--- src/rtl/dlx_pkg.sv ---
package dlx_pkg;

  typedef enum logic {
    PH_LOADING = 1'b0,
    PH_FULL    = 1'b1
  } fill_phase_e;

  function automatic logic [31:0] dlx_clamp_len(input logic [31:0] req,
                                                input logic [31:0] max_len);
    logic [31:0] res;
    if (req == 32'd0) begin
      res = 32'd1;
    end else if (req > max_len) begin
      res = max_len;
    end else begin
      res = req;
    end
    return res;
  endfunction

endpackage

--- src/rtl/dlx_sync.sv ---
module dlx_sync #(
  parameter int unsigned STAGES = 2
) (
  input  logic clk,
  input  logic rst_n,
  input  logic async_in,
  output logic sync_out
);

  logic [STAGES-1:0] chain_q;
  logic [STAGES-1:0] chain_d;

  generate
    if (STAGES == 1) begin : g_single
      always_comb chain_d = async_in;
    end else begin : g_multi
      always_comb chain_d = {chain_q[STAGES-2:0], async_in};
    end
  endgenerate

  always_ff @(posedge clk or negedge rst_n) begin
    if (!rst_n) begin
      chain_q <= '0;
    end else begin
      chain_q <= chain_d;
    end
  end

  assign sync_out = chain_q[STAGES-1];

endmodule

--- src/rtl/dlx_strobe_gen.sv ---
module dlx_strobe_gen #(
  parameter int unsigned PRE_W = 16
) (
  input  logic             clk,
  input  logic             rst_n,
  input  logic [PRE_W-1:0] ratio,
  output logic             strobe
);

  logic [PRE_W-1:0] cnt_q;
  logic [PRE_W-1:0] cnt_d;
  logic [PRE_W-1:0] last_cnt;

  always_comb begin
    if (ratio == '0) begin
      last_cnt = '0;
    end else begin
      last_cnt = ratio - PRE_W'(1);
    end
    strobe = (cnt_q >= last_cnt);
    if (strobe) begin
      cnt_d = '0;
    end else begin
      cnt_d = cnt_q + PRE_W'(1);
    end
  end

  always_ff @(posedge clk or negedge rst_n) begin
    if (!rst_n) begin
      cnt_q <= '0;
    end else begin
      cnt_q <= cnt_d;
    end
  end

endmodule

--- src/rtl/dlx_delay_line.sv ---
module dlx_delay_line
  import dlx_pkg::*;
#(
  parameter int unsigned MAX_LEN = 512,
  parameter int unsigned LEN_W   = $clog2(MAX_LEN + 1),
  parameter int unsigned PTR_W   = $clog2(MAX_LEN)
) (
  input  logic             clk,
  input  logic             rst_n,
  input  logic [LEN_W-1:0] len_req,
  input  logic             strobe,
  input  logic             sample,
  output logic             det_out,
  output logic             restart,
  output logic             line_full,
  output logic [PTR_W-1:0] wr_ptr,
  output logic [LEN_W-1:0] eff_len
);

  logic [MAX_LEN-1:0] line_q;
  logic [MAX_LEN-1:0] line_d;
  logic [PTR_W-1:0]   ptr_q;
  logic [PTR_W-1:0]   ptr_d;
  logic [LEN_W-1:0]   len_q;
  logic [LEN_W-1:0]   fill_q;
  logic [LEN_W-1:0]   fill_d;
  logic [LEN_W-1:0]   fill_inc;
  logic [LEN_W-1:0]   ptr_inc;
  fill_phase_e        phase_q;
  fill_phase_e        phase_d;
  logic               det_q;
  logic               det_d;
  logic               oldest;
  logic               take;

  always_comb begin
    eff_len  = LEN_W'(dlx_clamp_len(32'(len_req), 32'(MAX_LEN)));
    restart  = (eff_len != len_q);
    take     = strobe && !restart;
    oldest   = line_q[ptr_q];
    ptr_inc  = LEN_W'(ptr_q) + LEN_W'(1);
    fill_inc = fill_q + LEN_W'(1);

    line_d  = line_q;
    ptr_d   = ptr_q;
    fill_d  = fill_q;
    phase_d = phase_q;
    det_d   = det_q;

    if (restart) begin
      ptr_d   = '0;
      fill_d  = '0;
      phase_d = PH_LOADING;
      det_d   = 1'b0;
    end else if (take) begin
      line_d[ptr_q] = sample;
      if (ptr_inc >= eff_len) begin
        ptr_d = '0;
      end else begin
        ptr_d = PTR_W'(ptr_inc);
      end
      if (phase_q == PH_FULL) begin
        det_d = sample ^ oldest;
      end else begin
        det_d  = 1'b0;
        fill_d = fill_inc;
        if (fill_inc == eff_len) begin
          phase_d = PH_FULL;
        end
      end
    end
  end

  always_ff @(posedge clk or negedge rst_n) begin
    if (!rst_n) begin
      ptr_q   <= '0;
      fill_q  <= '0;
      len_q   <= LEN_W'(1);
      phase_q <= PH_LOADING;
      det_q   <= 1'b0;
    end else begin
      ptr_q   <= ptr_d;
      fill_q  <= fill_d;
      len_q   <= eff_len;
      phase_q <= phase_d;
      det_q   <= det_d;
    end
  end

  always_ff @(posedge clk) begin
    if (take) begin
      line_q <= line_d;
    end
  end

  assign det_out   = det_q;
  assign line_full = (phase_q == PH_FULL);
  assign wr_ptr    = ptr_q;

endmodule

--- src/rtl/dlx_detector.sv ---
module dlx_detector #(
  parameter int unsigned MAX_LEN = 512,
  parameter int unsigned PRE_W   = 16,
  parameter int unsigned LEN_W   = $clog2(MAX_LEN + 1)
) (
  input  logic             clk,
  input  logic             rst_n,
  input  logic             osc_in,
  input  logic [PRE_W-1:0] prescale,
  input  logic [LEN_W-1:0] delay_len,
  output logic             det_out
);

  localparam int unsigned PTR_W = $clog2(MAX_LEN);

  logic             osc_sync;
  logic             smp_strobe;
  logic             len_restart;
  logic             line_full;
  logic [PTR_W-1:0] wr_ptr;
  logic [LEN_W-1:0] eff_len;

  dlx_sync #(.STAGES(2)) u_sync (
    .clk      (clk),
    .rst_n    (rst_n),
    .async_in (osc_in),
    .sync_out (osc_sync)
  );

  dlx_strobe_gen #(.PRE_W(PRE_W)) u_strobe (
    .clk    (clk),
    .rst_n  (rst_n),
    .ratio  (prescale),
    .strobe (smp_strobe)
  );

  dlx_delay_line #(
    .MAX_LEN (MAX_LEN),
    .LEN_W   (LEN_W),
    .PTR_W   (PTR_W)
  ) u_line (
    .clk       (clk),
    .rst_n     (rst_n),
    .len_req   (delay_len),
    .strobe    (smp_strobe),
    .sample    (osc_sync),
    .det_out   (det_out),
    .restart   (len_restart),
    .line_full (line_full),
    .wr_ptr    (wr_ptr),
    .eff_len   (eff_len)
  );

endmodule

--- config.mk ---
export PLATFORM = sky130hd
export DESIGN_NAME = dlx_detector
export DESIGN_NICKNAME = d
export VERILOG_FILES = /design/src/rtl/dlx_pkg.sv /design/src/rtl/dlx_sync.sv /design/src/rtl/dlx_strobe_gen.sv /design/src/rtl/dlx_delay_line.sv /design/src/rtl/dlx_detector.sv
export SDC_FILE = /design/constraint.sdc
export NUM_CORES = 1
export LEC_CHECK = 0
export ABC_AREA = 1
export BUFFER_PORTS_ARGS = -buffer_cell sky130_fd_sc_hd__buf_4
export CORE_UTILIZATION = 44
export CTS_CLUSTER_SIZE = 16
export DETAILED_ROUTE_END_ITERATION = 7
export HOLD_SLACK_MARGIN = 0.02
export PLACE_DENSITY = 0.57
export REMOVE_ABC_BUFFERS = 1
export SYNTH_ARGS = -nofsm -noshare
export SYNTH_HDL_FRONTEND = slang
export SYNTH_SLANG_ARGS = --single-unit
--- constraint.sdc ---
create_clock -name clk -period 10.8 [get_ports clk]
set_input_delay 1.62 -clock clk [delete_from_list [all_inputs] [get_ports clk]]
set_output_delay 1.62 -clock clk [all_outputs]
set_load 0.02 [all_outputs]
After elaboration in Yosys (flattened, before gate mapping):

Index checks and enable logic that the tools add are counted.

* $lt $le $gt $ge: 5
* multiply operators: 0
* add/subtract/negate cells: 4
* divide/modulo/power cells: 0
* mux-type cells: 22
* reductions and logical operators: 8
* shift-type cells: 0
* eq/ne operators: 3
* bitwise logic cells: 2

Operators by type and width (number)
* $bwmux W512: 1
* $mux W10: 5
* $mux W16: 2
* $mux W9: 3
* $add A16 B1 Y16 const B: 1
* $ge A16 B16 Y1: 1
* $logic_not A16 Y1: 1
* $sub A16 B1 Y16 const B: 1
* $add A10 B1 Y10 const B: 1
* $add A9 B1 Y10 const B: 1
* $eq A10 B10 Y1: 1
* $ge A10 B10 Y1: 1
* $gt A10 B10 Y1 const B: 1
* $logic_not A10 Y1: 1
* $lt A9 B10 Y1 const B: 1
* $ne A10 B10 Y1: 1
* $bmux W1 S9: 1
* $demux W1 S9: 1
* $ge A9 B1 Y1 const B: 1
* $mux W1: 9
* $reduce_and A2 Y1: 2
* $logic_and A1 B1 Y1: 2
* $ne A2 B2 Y1 const B: 1
* $reduce_bool A2 Y1: 1
* other kinds (3): 3

* bits in writable memories: 0
* ROM bits: 0
* logic and storage cells: 52
* memories kept: 0
* output and inout port bits: 1
* input port bits: 29
* bits in latches: 0
* flip-flop bits (word level): 561

Depth between registers and ports, before layout:

Gate-level depths: netlist of the first run.

* word-level depth: 8
* mapped depth: 23
* depth with buffers taken out: 21

Hierarchy:

A second synthesis of the first run with hierarchy kept.

* cell total of the unflattened synthesis: 3230
* area, all modules: 27817.9 sq um

By module, submodules not included
* dlx_delay_line: cells an instance 2971, area an instance 26008.7 sq um, seq. area each 16151.7 sq um, instances 1
* dlx_strobe_gen: cells an instance 257, area an instance 1759.2 sq um, seq. area each 400.4 sq um, instances 1
* dlx_sync: cells an instance 2, area an instance 50.0 sq um, seq. area each 50.0 sq um, instances 1

Least setup slack after synthesis of the first run:

OpenSTA, ideal clock, no wires.

* path type: register -> register
* from: register u_sync.chain_q[1]
* to: register u_line.line_q[0], data pin
* required time: 9.392 ns
* arrival: 6.079 ns
* buffers on the path: 0
* path slack: 3.314 ns
* setup time: 1.408 ns
* cell stages (with the launch flop): 1
* period minus slack after synthesis: 7.486 ns
* cell sequence: dfrtp_1

* cells in the longest elaborated chain, start to end: 1

Ends and longest elaborated chain
* from (decl): line dlx_sync.sv:10 `logic [STAGES-1:0] chain_q;`
* from (signal assigned): line dlx_sync.sv:25 `chain_q <= chain_d;`
* $bwmux W512: line dlx_delay_line.sv:56 `line_d[ptr_q] = sample;`
* to (signal assigned): line dlx_delay_line.sv:92 `line_q <= line_d;`
* to (decl): line dlx_delay_line.sv:20 `logic [MAX_LEN-1:0] line_q;`

Every way passes these cells.
A chain may end at the register's enable or synchronous reset.

Final worst setup path of the first run:

* from: input port prescale[0]
* to: register u_line.line_q[451] (enable)

* cells in the longest elaborated chain, start to end: 5
* elaborated cells on any way between the ends: 6
* those cells by class: 1 x add/sub; 1 x order compare; 1 x mux; 3 x reduce/logical

Ends and longest elaborated chain
* from (decl): line dlx_detector.sv:9 `input logic [PRE_W-1:0] prescale,`
* $sub A16 B1 Y16 / $logic_not A16 Y1 (equally long branches): line dlx_strobe_gen.sv:18, dlx_strobe_gen.sv:15
* $mux W16 (*): line dlx_strobe_gen.sv:15 `if (ratio == '0) begin`
* $ge A16 B16 Y1 (*): line dlx_strobe_gen.sv:20 `strobe = (cnt_q >= last_cnt);`
* $logic_and A1 B1 Y1 (*): line dlx_delay_line.sv:39 `take = strobe && !restart;`
* $reduce_and A2 Y1 (no line) (*)

Every way passes the cells marked *; elsewhere a longest branch is shown, timed or not.

==> results of run 1 <==
[power groups by stage]
stage / clock network (mW) / logic (mW) / registers, mW
detailed placement: 0 / 0.158 / 2.47
floorplan: 0 / 0.0964 / 2.48
global route: 2.12 / 0.182 / 2.43
finish: 2.01 / 0.157 / 2.42
CTS: 2.05 / 0.159 / 2.42
global placement: 0 / 0.151 / 2.47
[final cells by class]
type                    count  area [sq um]  area share (%)
inverters                 257         974.7           3.211
well taps                 837          1047           3.450
clock inverters            33         287.8          0.9479
flip-flops and latches    561         16610           54.72
clock buffers              78          1599           5.267
repair buffers             46         370.4           1.220
multi-input cells        2205          9467           31.18
[worst reg2reg max path, stage by stage, from the launching register on]
cell and delay, ns:
dfrtp_4 0.74, inv_6 0.88, buf_4 0.83, nand2_1 0.12, nand3_1 0.09, nand2_1 0.09, nand2_1 0.06, nand2_1 0.06
nor2_1 0.23, nor2_1 0.07, nor2_1 0.16, nand2_1 0.08, nand2_1 0.10, nand2_1 0.07, nor2_1 0.11, nand3_1 0.13
nand3_1 0.12, nand2_1 0.05
[how the worst min path moves through the flow]
stage,from,to,cells after the start
2_1_floorplan,u_sync.chain_q[0],u_sync.chain_q[1],0
3_3_place_gp,u_sync.chain_q[0],u_sync.chain_q[1],0
3_5_place_dp,u_sync.chain_q[0],u_sync.chain_q[1],0
4_1_cts,u_sync.chain_q[0],u_sync.chain_q[1],0
5_1_grt,u_sync.chain_q[0],u_sync.chain_q[1],0
6_report,u_sync.chain_q[0],u_sync.chain_q[1],0
[cell usage in the layout (no fill, tap or decap), drive strengths merged]
cell type,n
a21boi,1
a21o,3
a21oi,18
a31oi,5
buf,46
bufinv,5
clkbuf,78
clkinv,28
clkinvlp,1
dfrtp,48
dfstp,1
edfxtp,512
ha,34
inv,256
nand2,992
nand3,134
nand3b,3
nand4,9
nor2,809
nor3,14
nor3b,3
nor4,3
o211ai,1
o21a,1
o21ai,143
o21bai,1
o22ai,2
o311ai,1
or2,5
xnor2,4
xor2,19
[registers in the layout, summed over array words and instances, names as in the netlist]
register          cells
u_line.det_out        1
u_line.fill_q        10
u_line.len_q         10
u_line.line_full      1
u_line.line_q       512
u_line.wr_ptr         9
u_strobe.cnt_q       16
u_sync.chain_q        2
[metal layers]
metal | vias up | GRT usage, %
met5 | - | 0
met4 | 0 | 5.301
met3 | 90 | 2.960
met2 | 514 | 36.83
met1 | 10079 | 30.12
li1 | 10038 | -
[stage by stage]
stage	hold WS [ns]	setup slack [ns]	total power, mW	instance area, sq um	utilization [%]
after global routing	0.3555	4.643	4.730	30360	48.83
after global placement	0.3382	4.530	2.617	28470	45.80
final	0.3478	5.085	4.584	30360	48.83
after CTS	0.3489	5.059	4.631	30360	48.83
after floorplan	0.3312	0.7623	2.581	26970	-
after detailed placement	0.3355	4.463	2.626	28470	45.80
[logic make-up (layout without fill, tap and decap cells)]
family,Yosys count,after routing,synth area share (%)
xor+xnor,23,23,0.7222
simple gates,1972,1972,28.20
buf+inv,443,414,6.760
flops,561,561,59.52
compound gates,176,176,3.266
fa+ha+maj,34,34,1.525
==> flow_summary.toml, run 1 <==
[drt]
postRouteAntennaNets = 0
routed_wl_um = 69990
drt_iter0_drc = 2040
topRoutingLayerUsed = "met4"
drt-met1-wl_um = 31580
drc = 0
dr.pass1.iters = 5
met3_length_um = 3611
wl_met2_um = 33560
via_count = 20721
avgRoutedWirePerCell_um = 17.42
vias_per_cell = 5.158

[layout]
final_layout_size_suffix_gt1_share_pct = 6.352
final_nets = 3193
diodes = 0
nFillCells = 5969
syn_to_final_growth_pct = 8.846
fin_cells = 4017

[setup_path]
crit_path_frequent_cell = "nor2_1"
worstPathArrival_ns = 6.01
reg2reg_depth = 17
cp-startpoint = "prescale[0]"
cpMaxStageDelayCell = "nand3_2"
worstSetupEndpointType = "register"
crit_path_cell_trace = "buf_4, inv_1, ha_1, inv_1, nor2_1, inv_1, nor2_1, xor2_1, nand2_1, ha_1, nand2_1, nor2_1, a21oi_1, o311ai_1, buf_4, nand3_2, inv_4, nand3_2, nor2_1"
path_depth = 19
path_delay_family = "simple AND/OR/NAND/NOR gates"
max_stage_delay_ns = 0.98
endpoint = "u_line.line_q[451]"
r2r_end = "u_line.det_out"
critPathBufInv = 6
critPathMaxFanout = 32
worst-setup-path-type = "input port to register"
start_kind = "input port"
rr_startpoint = "u_line.wr_ptr[0]"
worstPathRequired_ns = 11.09
rrSetupSlack_ns = 6.72

[clocking]
clock-sinks = 561
cts-root-buf = "clkbuf_16"
holdBufCountCts = 0
numCtsBuffers = 59
clk_pin_slew_ns = 0.06
postCtsSetupBuffers = 0
cts_tree = "yes"
clk_path_buf_depth = 3
clock_latency_ns = 0.62
htreeDepth = 2
cts-resized-gates = 0

[yosys]
yosysWarnings = 0
syn_inst = 3209
synth_area_leader_cell = "edfxtp_1"
ys_top_cells_by_area = "edfxtp_1, nand2_1, nor2_1"
syn_area_sq_um = 27890
synth_ff_type = "edfxtp_1"
synth_cell_type_count = 41
yosysMostFrequentCell = "nand2_1"
synth_edf_count = 512
ys_seq_elements = 561
synthTopCellsByCount = "nand2_1, nor2_1, edfxtp_1"
avgSynthCellArea_sq_um = 8.692
synthDominantCellAreaShare_pct = 55.12
synth_async_sr_flop_share_pct = 8.734
synth-seq-area-share_pct = 59.52

[timing]
fin_skew_ns = 0.02254
final.min_clock_period_ns = 5.715
setup_viol = 0
tns_ns = 0
hold_viol_final = 0
final_max_slew_viol_count = 0
max_slew_margin_pct = 22.22
rsz0062_at_grt = "no"
max_freq_mhz = 175.0
worst_pin_slew_ns = 1.165
fin_crit_sh_pct = 52.92

[global_route]
grt_usage_pct = 21.96
grt-ovfl-total = 0
grt_max_degree = 294
antenna_found_initial = 0
grt_pass1_vias = 19355
grt_pass1_wl_um = 109200

[floorplanning]
std_cell_rows = 91
io_pins = 30
die_height_um = 253.8
die_x_um = 253.8
dieArea_sq_um = 64400
floorplan.initialDensity_pct = 44.87
core_sq_um = 62170

[placed_design]
placed_cells = 3906
port_buffers = 29
place.gp.congestion = 0.8286
dpl.hpwl_um = 36710

[power_and_ir_drop]
p_sw_mw = 0.9807
p_int_mw = 3.603
ir_drop_v = 0.0001218
p_leak_nw = 11.84
power_frac_comb_pct = 3.4
sw_frac_of_total_pct = 21.39
pwr-share-clk_pct = 43.7
pwr-share-seq_pct = 52.8
power.density_nw_per_um2 = 151.0

[outcome]
status = "complete, no violations"

[worst_hold_path]
hold_path.class = "register to register"

[job]
drv_cap = 0
Note: power is estimated with default switching activity, not from simulation.
==> run 2, diff against run 1 <==
- ABC_AREA: 1 -> 0
- clock period: 10.8 -> 5.8 ns (I/O delays scaled with it)
==> flow_summary.toml, run 2 <==
[worst_hold_path]
hold_path.class = "input port to async pin"

[global_route]
grt_max_degree = 195
grt_pass1_wl_um = 96380
grt_pass1_vias = 16056
grt_usage_pct = 21.28
antenna_found_initial = 0
grt-ovfl-total = 0

[outcome]
status = "complete, no violations"

[drt]
routed_wl_um = 62500
postRouteAntennaNets = 0
drc = 0
avgRoutedWirePerCell_um = 22.57
via_count = 15839
vias_per_cell = 5.720
drt_iter0_drc = 1454
dr.pass1.iters = 5

[yosys]
synthMuxAreaShare_pct = 12.03
synthTopCellsByCount = "nor2_1, edfxtp_1, clkbuf_1"
avgSynthCellArea_sq_um = 13.11
yosysWarnings = 0
synth_ff_type = "edfxtp_1"
synth_top_family_by_area = "simple AND/OR/NAND/NOR gates"
synth_xor_area_share_pct = 2.072
ys_seq_elements = 561
synth_edf_count = 512
synthAdderAreaFrac_pct = 1.649
synth_area_leader_cell = "edfxtp_1"
ys_top_cells_by_area = "edfxtp_1, nor2_1, mux4_2"
syn_inst = 1967
synth-seq-area-share_pct = 64.37
synth_compound_area_share_pct = 3.745
yosysMostFrequentCell = "nor2_1"
synth_cell_type_count = 64
syn_area_sq_um = 25790
synthDominantCellAreaShare_pct = 59.61
synth-simple-area-share_pct = 12.98
synth_async_sr_flop_share_pct = 8.734

[setup_path]
worst-setup-path-type = "input port to register"
worstPathArrival_ns = 5.23
critPathMaxFanout = 18
start_kind = "input port"
worstPathRequired_ns = 6.10
worstSetupEndpointType = "register"

[placed_design]
port_buffers = 29
dpl.hpwl_um = 36560
place.gp.congestion = 0.8166

[floorplanning]
core_sq_um = 57810
die_height_um = 244.1
std_cell_rows = 88
floorplan.initialDensity_pct = 44.62
dieArea_sq_um = 59590
die_x_um = 244.1
io_pins = 30

[layout]
layout_common_cells = "nor2_1, edfxtp_1, nand2_1"
reg_top3 = "u_line.line_q x512, u_strobe.cnt_q x16"
fin_util_pct = 49.50
largest_reg_flops = 512
regMostFlops = "u_line.line_q"
mostFrequentLayoutCell = "nor2_1"
syn_to_final_growth_pct = 10.95
final_layout_size_suffix_gt1_share_pct = 14.12
final_nets = 2020
diodes = 0

[clocking]
holdBufCountCts = 0
cts-resized-gates = 0
clock_latency_ns = 0.62
clk_pin_slew_ns = 0.06
cts_tree = "yes"
cts-root-buf = "clkbuf_16"
numCtsBuffers = 59
clk_path_buf_depth = 3
clock-sinks = 561
postCtsSetupBuffers = 0
htreeDepth = 2

[timing]
tns_ns = 0
worst_pin_slew_ns = 1.189
rsz0062_at_grt = "no"
hold_viol_final = 0
final.min_clock_period_ns = 4.931
max_slew_margin_pct = 20.60
setup_viol = 0
final_max_slew_viol_count = 0
fin_crit_sh_pct = 85.02
max_freq_mhz = 202.8
fin_skew_ns = 0.02049

[job]
drv_cap = 0

[power_and_ir_drop]
p_leak_nw = 8.724
power.density_nw_per_um2 = 285.9
ir_drop_v = 0.0002188
-- run 2: power by group --
part	switching, mW	total (mW)	internal, mW
clock	1.55	3.52	1.97
combinational	0.116	0.188	0.0725
sequential	0.0384	4.48	4.44
total	1.70	8.18	6.48
-- run 2: critical path, cell delays in order --
cell and delay, ns:
buf_4 0.11, or4_1 0.58, nor4_1 0.30, nand2b_1 0.17, nor3_1 0.16, nand4b_1 0.23, and2_1 0.24, ha_1 0.26
nand2b_1 0.09, a31oi_1 0.07, o21ai_0 0.19, a21oi_1 0.11, o311ai_2 0.32, nor2b_2 0.64, buf_4 0.28, nand3_2 0.09
buf_4 0.31, nor2_1 0.18
-- run 2: final cells by class --
| class | count | area, sq um |
|---|---|---|
| Clock inverter | 33 | 203.9 |
| Inverter | 29 | 108.9 |
| Clock buffer | 75 | 1556 |
| Tap cell | 765 | 957.2 |
| Multi-Input combinational cell | 1219 | 8469 |
| Sequential cell | 561 | 16620 |
| Timing Repair Buffer | 87 | 703.2 |
| Fill cell | 5120 | 29190 |
-- run 2: kinds of logic after synthesis --
logic type | count (synthesis)
AOI/OAI and AO/OA | 136
xor gates and xnor gates | 61
adders and majority gates | 34
buffers and inverters | 187
DFF | 561
muxes | 185
and+or+nand+nor | 803
-- run 2: stage by stage --
stage	area [sq um]	total power [mW]	std cells	hold slack (ns)	setup WS [ns]
after floorplan	25090	4.695	1809	0.3312	-1.687
after global placement	26860	4.742	2661	0.3453	0.3156
after detailed placement	26860	4.751	2661	0.3387	0.2382
after CTS	28620	8.265	2769	0.2863	0.8528
after global routing	28620	8.429	2769	0.3275	0.5055
final	28620	8.182	2769	0.2832	0.8690
-- run 2: worst paths after layout --
| check | from | endpoint | slack, ns | cells after the start |
|---|---|---|---|---|
| max | prescale[8] | u_line.line_q[164] | 0.87 | 18 |
| min | rst_n | u_line.fill_q[8] | 0.28 | 1 |
| max reg2reg | u_line.wr_ptr[0] | u_line.det_out | 1.79 | 9 |
| min reg2reg | u_sync.chain_q[0] | u_sync.chain_q[1] | 0.37 | 0 |
| max in group asynchronous | rst_n | u_line.wr_ptr[2] | 5.02 | 1 |
| min in group clk | osc_in | u_sync.chain_q[0] | 0.37 | 1 |
-- run 2: metal layers --
metal	vias to the layer above	track usage, %	part of all wire [%]
li1	7116	-	-
met3	101	3.007	5.1
met1	8249	29.96	44
met5	-	0	0
met4	0	6.213	2.3
met2	373	34.43	48
